`config.mk`:
```
export PLATFORM = sky130hd
export DESIGN_NAME = spi_sclk_divider
export DESIGN_NICKNAME = d
export VERILOG_FILES = /design/src/rtl/spiclk_pkg.sv /design/src/rtl/spiclk_cfg_hold.sv /design/src/rtl/spiclk_half_limit.sv /design/src/rtl/spiclk_phase_gen.sv /design/src/rtl/spi_sclk_divider.sv
export SDC_FILE = /design/constraint.sdc
export NUM_CORES = 1
export LEC_CHECK = 0
export ABC_AREA = 1
export BUFFER_PORTS_ARGS = -buffer_cell sky130_fd_sc_hd__buf_2
export CORE_MARGIN = 3
export CORE_UTILIZATION = 63
export DETAILED_ROUTE_END_ITERATION = 16
export PLACE_DENSITY = 0.91
export SETUP_SLACK_MARGIN = 0.2
export SYNTH_ARGS = -nofsm -noshare
export SYNTH_HDL_FRONTEND = slang
export SYNTH_HIERARCHICAL = 1
export SYNTH_SLANG_ARGS = --single-unit
```
`constraint.sdc`:
```
create_clock -name clk -period 4.6 [get_ports clk]
set_clock_uncertainty 0.1 [all_clocks]
set_input_delay 0.92 -clock clk [delete_from_list [all_inputs] [get_ports clk]]
set_output_delay 0.92 -clock clk [all_outputs]
set_load 0.05 [all_outputs]
```
`src/rtl/spiclk_pkg.sv`:
```
package spiclk_pkg;
    typedef enum logic {
        LAW_POW2   = 1'b0,
        LAW_LINEAR = 1'b1
    } law_e;
endpackage

```
`src/rtl/spiclk_cfg_hold.sv`:
```
module spiclk_cfg_hold #(
    parameter int CFG_W = 13
) (
    input  logic             clk,
    input  logic             rst_n,
    input  logic             wr_en,
    input  logic [CFG_W-1:0] wr_data,
    input  logic             run,
    input  logic             boundary,
    output logic [CFG_W-1:0] cfg_act
);
    typedef struct packed {
        logic [CFG_W-1:0] act;
        logic [CFG_W-1:0] pend;
        logic             pend_v;
    } hold_t;

    hold_t st_d, st_q;

    always_comb begin
        st_d = st_q;
        if (!run) begin
            if (wr_en) begin
                st_d.act    = wr_data;
                st_d.pend_v = 1'b0;
            end else if (st_q.pend_v) begin
                st_d.act    = st_q.pend;
                st_d.pend_v = 1'b0;
            end
        end else if (wr_en) begin
            if (boundary) begin
                st_d.act    = wr_data;
                st_d.pend_v = 1'b0;
            end else begin
                st_d.pend   = wr_data;
                st_d.pend_v = 1'b1;
            end
        end else if (boundary && st_q.pend_v) begin
            st_d.act    = st_q.pend;
            st_d.pend_v = 1'b0;
        end
    end

    always_ff @(posedge clk or negedge rst_n) begin
        if (!rst_n) st_q <= '0;
        else        st_q <= st_d;
    end

    assign cfg_act = st_q.act;
endmodule

```
`src/rtl/spiclk_half_limit.sv`:
```
module spiclk_half_limit
    import spiclk_pkg::*;
#(
    parameter int LIN_W = 8,
    parameter int POW_W = 4,
    parameter int CFG_W = LIN_W + POW_W + 1,
    parameter int CNT_W = 15
) (
    input  logic [CFG_W-1:0] cfg,
    output logic [CNT_W-1:0] limit
);
    localparam int SEL_BIT = LIN_W + POW_W;
    localparam logic [CNT_W:0] ONE = (CNT_W+1)'(1);

    law_e             law;
    logic [LIN_W-1:0] lin_n;
    logic [POW_W-1:0] pow_m;
    logic [CNT_W:0]   pow_span;
    logic [CNT_W:0]   pow_last;

    always_comb begin
        law      = law_e'(cfg[SEL_BIT]);
        lin_n    = cfg[LIN_W-1:0];
        pow_m    = cfg[SEL_BIT-1:LIN_W];
        pow_span = ONE << pow_m;
        pow_last = pow_span - ONE;
        if (law == LAW_LINEAR) limit = CNT_W'(lin_n);
        else                   limit = pow_last[CNT_W-1:0];
    end
endmodule

```
`src/rtl/spiclk_phase_gen.sv`:
```
module spiclk_phase_gen #(
    parameter int CNT_W = 15
) (
    input  logic             clk,
    input  logic             rst_n,
    input  logic             run,
    input  logic             cpol,
    input  logic [CNT_W-1:0] limit,
    output logic             sclk,
    output logic             rise_stb,
    output logic             fall_stb,
    output logic             boundary
);
    typedef struct packed {
        logic [CNT_W-1:0] cnt;
        logic             phase;
        logic             rise;
        logic             fall;
    } ph_t;

    ph_t  st_d, st_q;
    logic tick;

    always_comb begin
        st_d      = st_q;
        tick      = run && (st_q.cnt == limit);
        st_d.rise = 1'b0;
        st_d.fall = 1'b0;
        if (!run) begin
            st_d.cnt   = '0;
            st_d.phase = 1'b0;
        end else if (tick) begin
            st_d.cnt   = '0;
            st_d.phase = ~st_q.phase;
            st_d.rise  = cpol ^ st_d.phase;
            st_d.fall  = ~(cpol ^ st_d.phase);
        end else begin
            st_d.cnt = st_q.cnt + CNT_W'(1);
        end
    end

    always_ff @(posedge clk or negedge rst_n) begin
        if (!rst_n) st_q <= '0;
        else        st_q <= st_d;
    end

    assign boundary = tick && st_q.phase;
    assign sclk     = cpol ^ st_q.phase;
    assign rise_stb = st_q.rise;
    assign fall_stb = st_q.fall;
endmodule

```
`src/rtl/spi_sclk_divider.sv`:
```
module spi_sclk_divider #(
    parameter int LIN_W = 8,
    parameter int POW_W = 4,
    parameter int CFG_W = LIN_W + POW_W + 1
) (
    input  logic             clk,
    input  logic             rst_n,
    input  logic             cfg_we,
    input  logic [CFG_W-1:0] cfg_wdata,
    input  logic             xfer_active,
    input  logic             cpol,
    output logic             sclk,
    output logic             sclk_rise,
    output logic             sclk_fall
);
    localparam int POW_TOP = (2 ** POW_W) - 1;
    localparam int CNT_W   = (POW_TOP > LIN_W) ? POW_TOP : LIN_W;

    logic [CFG_W-1:0] cfg_act;
    logic [CNT_W-1:0] limit;
    logic             boundary;

    spiclk_cfg_hold #(.CFG_W(CFG_W)) u_hold (
        .clk      (clk),
        .rst_n    (rst_n),
        .wr_en    (cfg_we),
        .wr_data  (cfg_wdata),
        .run      (xfer_active),
        .boundary (boundary),
        .cfg_act  (cfg_act)
    );

    spiclk_half_limit #(
        .LIN_W (LIN_W),
        .POW_W (POW_W),
        .CFG_W (CFG_W),
        .CNT_W (CNT_W)
    ) u_limit (
        .cfg   (cfg_act),
        .limit (limit)
    );

    spiclk_phase_gen #(.CNT_W(CNT_W)) u_phase (
        .clk      (clk),
        .rst_n    (rst_n),
        .run      (xfer_active),
        .cpol     (cpol),
        .limit    (limit),
        .sclk     (sclk),
        .rise_stb (sclk_rise),
        .fall_stb (sclk_fall),
        .boundary (boundary)
    );
endmodule

```
== Yosys cells after proc, flatten, opt, wreduce, memory -nomap -nowiden ==
Index checks and enable logic that the tools add are counted.
Word-level totals
  memories: 0
  bits in latches: 0
  word-level logic and storage cells: 40
  bits in writable memories: 0
  input port bits: 18
  bits in registers: 45
  memory bits (read-only): 0
Cells by class
  multiply operators: 0
  $lt $le $gt $ge: 0
  muxes and demuxes: 15
  add/sub/neg operators: 2
  shift operators: 1
  reductions and logical operators: 6
  equality and inequality tests: 4
  bitwise logic cells: 5
  divide/modulo/power cells: 0
Operators with widths (count)
  13-bit two-way mux: 6
  15-bit two-way mux: 2
  16-bit two-way mux: 1
  15-bit by 1-bit adder with 15-bit output, second input constant: 1
  15-bit equality test: 1
  1-bit by 4-bit left shift with 15-bit output, first input constant: 1
  15-bit by 1-bit subtractor with 15-bit output, second input constant: 1
  3-bit by 2-bit inequality test with 1-bit output, second input constant: 2
  3-bit AND reduction: 2
  1-bit two-way mux: 4
  1-bit logical AND: 3
  3-bit two-way mux: 1
  1-bit inverter: 3
  3-bit nonzero test: 1
  2-bit two-way mux: 1
  2-bit by 1-bit inequality test with 1-bit output, second input constant: 1
  1-bit XOR: 2

== Longest topological paths before layout ==
Gate-level depths: netlist (run 1).
  depth in word-level cells: 10
  mapped depth: 25
  depth with buffers taken out: 23

== Modules after synthesis ==
Netlist (run 1), hierarchy kept.
Modules (own cells, without submodules)
  spiclk_cfg_hold: cells an instance 177, times used 1, area an instance 1335.0 um^2
  spiclk_phase_gen: cells an instance 174, times used 1, area an instance 1187.4 um^2
  spiclk_half_limit: cells an instance 70, times used 1, area an instance 319.1 um^2

== Least setup slack after synthesis (run 1) ==
Ideal clock, no wire load.
  path kind: register to register
  from: reg u_hold.st_q, in the netlist u_hold/cfg_act[9]
  to: reg u_hold.st_q, in the netlist u_hold/cfg_act[0]
  library setup time: 0.116 ns
  required time: 4.384 ns
  cell stages (with the launch flop): 24
  period minus slack after synthesis: 2.832 ns
  slack: 1.768 ns
  data arrival time: 2.616 ns
  path through: dfrtp_1 buf_4 nor2_1 nand3_1 ha_1 inv_1 a21oi_2 nand3_1 nand2_1 nor2_1 inv_1 nand2_1 nand2_1 nor2_1 nand2_1 nor2_2 nand3_1 nor2_1 inv_1 nand2_1 nand2_1 buf_2 nand2_1 nand2_1
Between the ends
  longest elaborated chain between the ends: 9
  elaborated cells on any way between the ends: 10
  those cells by class: 1 x add/sub; 3 x eq/ne; 1 x shift; 1 x mux; 4 x reduce/logical
RTL lines
  from (decl): line spiclk_cfg_hold.sv:18  | hold_t st_d, st_q;
  from (signal assigned): line spiclk_cfg_hold.sv:46  | else st_q <= st_d;
  1-bit by 4-bit left shift with 15-bit output (*): line spiclk_half_limit.sv:25  | pow_span = ONE << pow_m;
  15-bit by 1-bit subtractor with 15-bit output (*): line spiclk_half_limit.sv:26  | pow_last = pow_span - ONE;
  15-bit two-way mux (*): line spiclk_half_limit.sv:27  | if (law == LAW_LINEAR) limit = CNT_W'(lin_n);
  named net limit[10]: line spi_sclk_divider.sv:20  | logic [CNT_W-1:0] limit;
  15-bit equality test (*): line spiclk_phase_gen.sv:26  | tick = run && (st_q.cnt == limit);
  1-bit logical AND (*): line spiclk_phase_gen.sv:26
  1-bit logical AND (*): line spiclk_phase_gen.sv:47  | assign boundary = tick && st_q.phase;
  named net boundary: line spi_sclk_divider.sv:21  | logic boundary;
  1-bit logical AND: line spiclk_cfg_hold.sv:38  | end else if (boundary && st_q.pend_v) begin
  3-bit by 2-bit inequality test with 1-bit output (no source line)
  3-bit AND reduction (no source line) (*)
Mark *: on every way through the listed nets, which the timed path passes. The rest lies on a longest branch.
A chain may end at the register's enable or synchronous reset.

== Worst setup path after layout (run 1) ==
  from: reg u_hold.st_q, in the netlist u_hold/cfg_act[9]
  to: reg u_hold.st_q, in the netlist u_hold/cfg_act[8]
Same word-level chain as after synthesis.

==> qor.yml, run 1 <==
p_sw_share_pct: 35.1
p_seq_share_pct: 48.2
grt_overflow: 0
layout_worst_path_cycle_share_pct: 72.2
cts.hold.buffers_added: 0
avgViaCountPerCell: 5.15
critPathArrivalTime_ns: 3.45
dr_total_vias: 2446
detailed_place.area_um2: 2830
drv_slew: 0
leakagePower_uw: 0.00157
synthMostInstantiatedCell: "sky130_fd_sc_hd__nand2_1"
grt_antenna_before_repair: 0
clkPwrFrac_pct: 25.2
fillerInstances: 328
tightest_slew_ns: 0.979
tritonroute_pass_1_iters: 4
setup.worst_path.class: "flip-flop to flip-flop"
timing.setup.tns_ns: 0
switchingPower_uw: 339
max_cap_violations: 0
synth_async_sr_flop_share_pct: 100
max_h_tree_level: 2
first_global_vias: 2337
floorplan.die.height_um: 73.2
setup_repair_after_global_routing_missed_its_margin: "false"
syn-num-nets: 441
synth_warnings: 6
number_of_nets_in_the_finished_design: 444
floorplan.die_area_um2: 5350
register_bit_total_from_synthesis: 45
wirelength_um: 5580
power.density_cell_area_nw_per_um2: 331
dp_hpwl_um: 4130
setup-violations-final: 0
detailedRoute.firstIterationViolations: 199
post-cts-setup-buffers: 0
cts_resized: 0
layout_cells_sized_above_1_pct: 12.9
syn_inst: 421
track_usage_pct: 23.7
insertedDiodeCount: 0
hp-class: "flip-flop to flip-flop"
synth_top_area_cell: "sky130_fd_sc_hd__dfrtp_1"
synth_common_cells: "192 x sky130_fd_sc_hd__nand2_1, 45 x sky130_fd_sc_hd__dfrtp_1, 41 x sky130_fd_sc_hd__inv_1"
pin_count_of_the_biggest_net_entering_global_routing: 46
layout.cells.non_filler: 475
clock-root-buffer: "sky130_fd_sc_hd__clkbuf_8"
grt_first_pass_wirelength_um: 10000
internal_power_uw: 626
fin_total_pwr_uw: 964
maxClockFrequency_ghz: 0.301
post_drt_wl_per_cell_um: 11.7
syn-cell-area_um2: 2840
io_pins: 21
comb_power_share_pct: 26.7
synth_area_per_cell_um2: 6.75
numPortBuffers: 20
clk_transition_reported_paths_ns: 0.09
post_route_cell_area_um2: 2910
core_um2: 4170
clk_path_buf_depth: 2
multi_input_combinational_cell_area_um2: 1360
run_status: "completed"
synth.distinct_cells: 24
max-slew-margin-rel_pct: 34.7
top_cell_type_s_share_of_synthesized_area_pct: 39.6
synthFlopType: "sky130_fd_sc_hd__dfrtp_1"
drt_drc_violations_left: 0
power.ir.vdd_worst_v: 0.000268
netlist_top_cells_area: "sky130_fd_sc_hd__dfrtp_1 40%, sky130_fd_sc_hd__nand2_1 25%, sky130_fd_sc_hd__inv_1 5.4%, sky130_fd_sc_hd__nand3_1 4.4%, sky130_fd_sc_hd__nor2_1 4.4%"
final_critical_path_required_period_ns: 3.32
cts_made_buffers: 5
layout.area.seq_um2: 1130
initial_core_util_pct: 68.1
dieWidth_um: 73.2
clk_latency_ns: 0.29
seq_area_frac_synth_pct: 39.6
cts_tree: "yes"
place.detailed.instances: 467
layout-area-overhead-vs-synth_pct: 2.51
worstPathMaxFanout: 15
synth-edff-count: 0
rrSetupSlack_ns: 1.28
critical_path.startpoint_type: "flip-flop"
detail-route-antenna-nets: 0
place_congestion: 0.903
tritoncts_num_sinks: 45
crit_required_ns: 4.73
critical_path.endpoint_type: "flip-flop"
fp-row-count: 23
hold_viol: 0
==> state kept, by name, indices dropped and copies added, names as in the netlist <==
register          flops
u_hold/st_q          14
u_phase/st_q         16
u_phase/rise_stb      1
u_hold/cfg_act       13
u_phase/fall_stb      1
==> cells in the final DEF, fill, tap and decap left out <==
master / count
sky130_fd_sc_hd__nand2_4: 1
sky130_fd_sc_hd__clkbuf_1: 1
sky130_fd_sc_hd__a21oi_2: 2
sky130_fd_sc_hd__inv_2: 5
sky130_fd_sc_hd__ha_1: 2
sky130_fd_sc_hd__nand2_1: 192
sky130_fd_sc_hd__o21ai_0: 4
sky130_fd_sc_hd__clkbuf_8: 5
sky130_fd_sc_hd__a21oi_1: 3
sky130_fd_sc_hd__nor2_1: 33
sky130_fd_sc_hd__o21ai_1: 2
sky130_fd_sc_hd__a31oi_1: 2
sky130_fd_sc_hd__nand3_1: 25
sky130_fd_sc_hd__xor2_1: 11
sky130_fd_sc_hd__nor2_4: 1
sky130_fd_sc_hd__nor2_2: 17
sky130_fd_sc_hd__inv_1: 41
sky130_fd_sc_hd__nor3_1: 4
sky130_fd_sc_hd__clkinvlp_4: 2
sky130_fd_sc_hd__buf_2: 20
sky130_fd_sc_hd__nand2_2: 2
sky130_fd_sc_hd__dfrtp_1: 45
sky130_fd_sc_hd__xnor2_1: 2
sky130_fd_sc_hd__nand4_1: 3
==> critical path, stage by stage, from the launching register on <==
cell	delay [ns]
sky130_fd_sc_hd__dfrtp_1	0.48
sky130_fd_sc_hd__nor2_1	0.29
sky130_fd_sc_hd__nand3_1	0.12
sky130_fd_sc_hd__ha_1	0.24
sky130_fd_sc_hd__inv_1	0.09
sky130_fd_sc_hd__a21oi_2	0.05
sky130_fd_sc_hd__nand3_1	0.09
sky130_fd_sc_hd__nand2_1	0.05
sky130_fd_sc_hd__nor2_1	0.12
sky130_fd_sc_hd__inv_1	0.05
sky130_fd_sc_hd__nand2_1	0.05
sky130_fd_sc_hd__nand2_1	0.05
sky130_fd_sc_hd__nor2_1	0.09
sky130_fd_sc_hd__nand2_1	0.06
sky130_fd_sc_hd__nor2_2	0.18
sky130_fd_sc_hd__nand3_1	0.14
sky130_fd_sc_hd__nor2_1	0.25
sky130_fd_sc_hd__nor2_4	0.15
sky130_fd_sc_hd__nor2_2	0.39
sky130_fd_sc_hd__nand2_1	0.13
sky130_fd_sc_hd__nand2_1	0.08
==> power by group through the flow <==
stage | logic (uW) | registers (uW) | clock network [uW]
floorplan | 236 | 455 | 0
global placement | 247 | 470 | 0
detailed placement | 254 | 471 | 0
CTS | 256 | 464 | 250
global route | 301 | 470 | 265
finish | 257 | 464 | 243
==> kinds of logic after synthesis <==
family          count (synthesis)  synth area share (%)
compound gates                 13                  2.64
xor+xnor                       13                  4.01
buf+inv                        70                  12.4
fa+ha+maj                       2                 0.881
flops                          45                  39.6
simple gates                  278                  40.5
==> cell type report <==
class | count | area share [%]
Clock buffer | 6 | 2.49
Clock inverter | 2 | 0.515
Inverter | 46 | 5.93
Multi-Input combinational cell | 306 | 46.8
Sequential cell | 45 | 38.7
Tap cell | 50 | 2.15
Timing Repair Buffer | 20 | 3.44
==> path summary, 6_finish.rpt <==
check | start | end | depth (start not counted)
min reg2reg | u_hold/st_q[8]$_DFFE_PN0P_ | u_hold/st_q[8]$_DFFE_PN0P_ | 2
max in group asynchronous | rst_n | u_hold/cfg_act[0]$_DFFE_PN0P_ | 1
max | u_hold/cfg_act[9]$_DFFE_PN0P_ | u_hold/cfg_act[8]$_DFFE_PN0P_ | 20
min | u_hold/st_q[8]$_DFFE_PN0P_ | u_hold/st_q[8]$_DFFE_PN0P_ | 2
min in group asynchronous | rst_n | u_phase/st_q[16]$_DFF_PN0_ | 1
max reg2reg | u_hold/cfg_act[9]$_DFFE_PN0P_ | u_hold/cfg_act[8]$_DFFE_PN0P_ | 20
==> through the flow <==
stage / utilization (%) / setup slack, ns / hold slack [ns]
2_1_floorplan: - / 1.77 / 0.342
3_5_place_dp: 67.7 / 1.34 / 0.360
3_3_place_gp: 67.7 / 1.48 / 0.354
4_1_cts: 69.8 / 1.29 / 0.381
6_report: 69.8 / 1.28 / 0.380
5_1_grt: 69.8 / 0.800 / 0.398
==> metal layers <==
layer  routed length, um  vias up  GRT usage, %
met4                  80        0          8.20
met2                2670       64          37.7
met1                2600     1107          31.8
met5                   0        -             0
met3                 221       12          5.23
li1                    -     1263             -
(Power assumes the default switching activity.)
==> run 2, diff against run 1 <==
- CORE_UTILIZATION: 63 -> 54
- PLACE_DENSITY: 0.91 -> 0.84
- clock period: 4.6 -> 2.7 ns (I/O delays scaled with it)
==> qor.yml, run 2 (synthesized netlist as in run 1, its figures left out) <==
detail-route-antenna-nets: 0
io_pins: 21
mostFrequentLayoutCell: "sky130_fd_sc_hd__nand2_1"
max_cap_violations: 0
crit_required_ns: 2.79
setup.worst_path.class: "flip-flop to flip-flop"
fin_total_pwr_uw: 1930
critical-path-slowest-cell: "sky130_fd_sc_hd__dfrtp_2"
dp_hpwl_um: 4240
floorplan.die.height_um: 78.5
grt_antenna_before_repair: 0
tightest_slew_ns: 0.576
tritoncts_num_sinks: 45
cts.hold.buffers_added: 0
drt_drc_violations_left: 0
cell_chain_critical_path: "nor2_4 -> nand3_4 -> ha_4 -> inv_4 -> a21oi_4 -> nand3_2 -> nand2_2 -> nor2_2 -> inv_1 -> nand2_1 -> nand2_1 -> nor2_1 -> nand2_1 -> nor2_4 -> nand3_2 -> nor2_4 -> inv_2 -> nand2_4 -> nand2_8 -> nand2_2 -> nand2_1"
floorplan.die_area_um2: 6170
holdWs_ns: 0.207
maxClockFrequency_ghz: 0.380
clock-root-buffer: "sky130_fd_sc_hd__clkbuf_8"
dieWidth_um: 78.5
number_of_nets_in_the_finished_design: 468
setup_repair_after_global_routing_missed_its_margin: "true"
pin_count_of_the_biggest_net_entering_global_routing: 46
largest_register_by_flop_count: "u_phase/st_q"
layout-area-overhead-vs-synth_pct: 20.3
critical_path.max_stage_delay_ns: 0.46
clk_path_buf_depth: 2
drv_slew: 0
avgViaCountPerCell: 5.11
critical_path.endpoint_type: "flip-flop"
critical_path.most_common_cell: "sky130_fd_sc_hd__nand2_1"
critPathArrivalTime_ns: 2.72
tritonroute_pass_1_iters: 4
layout_cells_sized_above_1_pct: 28.3
worstPathMaxFanout: 7
core_um2: 4910
power.ir.vdd_worst_v: 0.000464
run_status: "completed"
hold_viol: 0
crit_buf_inv: 3
clk_transition_reported_paths_ns: 0.09
cts_made_buffers: 5
grt_first_pass_wirelength_um: 10700
leakagePower_uw: 0.00176
utilization_pct: 69.6
grt_overflow: 0
clk_latency_ns: 0.30
place_congestion: 0.972
post_drt_wl_per_cell_um: 12.9
initial_core_util_pct: 57.9
track_usage_pct: 21.4
largest_register_ffs: 16
layout_worst_path_cycle_share_pct: 97.4
dr_total_vias: 2635
critical_path.startpoint_type: "flip-flop"
max_h_tree_level: 2
detailedRoute.firstIterationViolations: 226
first_global_vias: 2443
cts_tree: "yes"
final_critical_path_required_period_ns: 2.63
setup-violations-final: 0
most-common-layout-cells: "173 x sky130_fd_sc_hd__nand2_1, 43 x sky130_fd_sc_hd__dfrtp_1, 35 x sky130_fd_sc_hd__inv_1, 29 x sky130_fd_sc_hd__nor2_1, 20 x sky130_fd_sc_hd__buf_2"
numPortBuffers: 20
fp-row-count: 25
wirelength_um: 6640
power.density_cell_area_nw_per_um2: 566
max-slew-margin-rel_pct: 61.6
hp-class: "input pin to async pin"
worst_path_dominant_cell_family: "simple AND/OR/NAND/NOR gates"
insertedDiodeCount: 0
==> run 2: cell types whose count changed in the layout (fill, tap and decap cells not counted), moves of 5 or more <==
cell and change:
sky130_fd_sc_hd__nand2_4 +5, sky130_fd_sc_hd__inv_1 -6, sky130_fd_sc_hd__nor2_4 +6, sky130_fd_sc_hd__nand3_2 +14, sky130_fd_sc_hd__nand3_1 -15, sky130_fd_sc_hd__nand2_1 -19, sky130_fd_sc_hd__buf_4 +17, sky130_fd_sc_hd__nand2_2 +14
==> run 2: worst register-to-register path: cells and delay by family, from the launching register on <==
kind / cells / cell delay, ns
AO/OA/AOI/OAI: 1 / 0.04
adder cells (fa/ha/maj): 1 / 0.19
buffers and inverters: 3 / 0.19
flip-flops: 1 / 0.46
AND/OR/NAND/NOR: 16 / 1.57
==> run 2: power by group <==
| part | switching [uW] | internal [uW] | total, uW | leakage [uW] |
|---|---|---|---|---|
| logic | 387 | 247 | 634 | 0.00112 |
| registers | 56.1 | 735 | 792 | 0.000584 |
| clock network | 230 | 278 | 508 | 0.0000554 |
| total | 674 | 1260 | 1930 | 0.00176 |
==> run 2: metal layers <==
metal	track usage, %	share of wire (%)
met1	29.1	44
met4	6.64	1.5
met5	0	0
met2	35.7	50
met3	2.52	5.2
==> run 2: path summary, 6_finish.rpt <==
check | end | cells after the start | slack (ns) | from
setup / recovery | u_hold/cfg_act[9]$_DFFE_PN0P_ | 21 | 0.07 | u_hold/cfg_act[10]$_DFFE_PN0P_
max in group asynchronous | u_hold/cfg_act[11]$_DFFE_PN0P_ | 2 | 1.87 | rst_n
hold reg to reg | u_hold/st_q[10]$_DFFE_PN0P_ | 2 | 0.40 | u_hold/st_q[10]$_DFFE_PN0P_
min in group clk | u_hold/st_q[1]$_DFFE_PN0P_ | 3 | 0.38 | cfg_wdata[0]
hold / removal | u_hold/st_q[7]$_DFFE_PN0P_ | 2 | 0.21 | rst_n
setup reg to reg | u_hold/cfg_act[9]$_DFFE_PN0P_ | 21 | 0.07 | u_hold/cfg_act[10]$_DFFE_PN0P_
==> run 2: area by class of cell <==
type / count / area [um2]
inverter: 46 / 178
fill: 360 / 1490
multi-input combinational: 308 / 1620
clock buffer: 6 / 72.6
tap: 67 / 83.8
clock inverter: 2 / 38.8
sequential: 45 / 1130
timing repair buffer: 42 / 293
==> run 2: metrics by stage <==
step	setup TNS, ns	instances	area [um2]	setup slack (ns)
floorplan	0	421	2900	0.0895
global placement	0	497	2990	0.0608
detailed placement	0	497	2990	0.00610
CTS	0	510	3180	0.206
global route	-1.45	516	3420	-0.105
finish	0	516	3420	0.0693
==> run 2: what timing repair did <==
item | CTS | global route
setup endpoints to repair | 26 | 43
cloned | 1 | 2
gates resized for setup | 16 | 47
pin swaps | 6 | 29
buffers inserted | 4 | 4
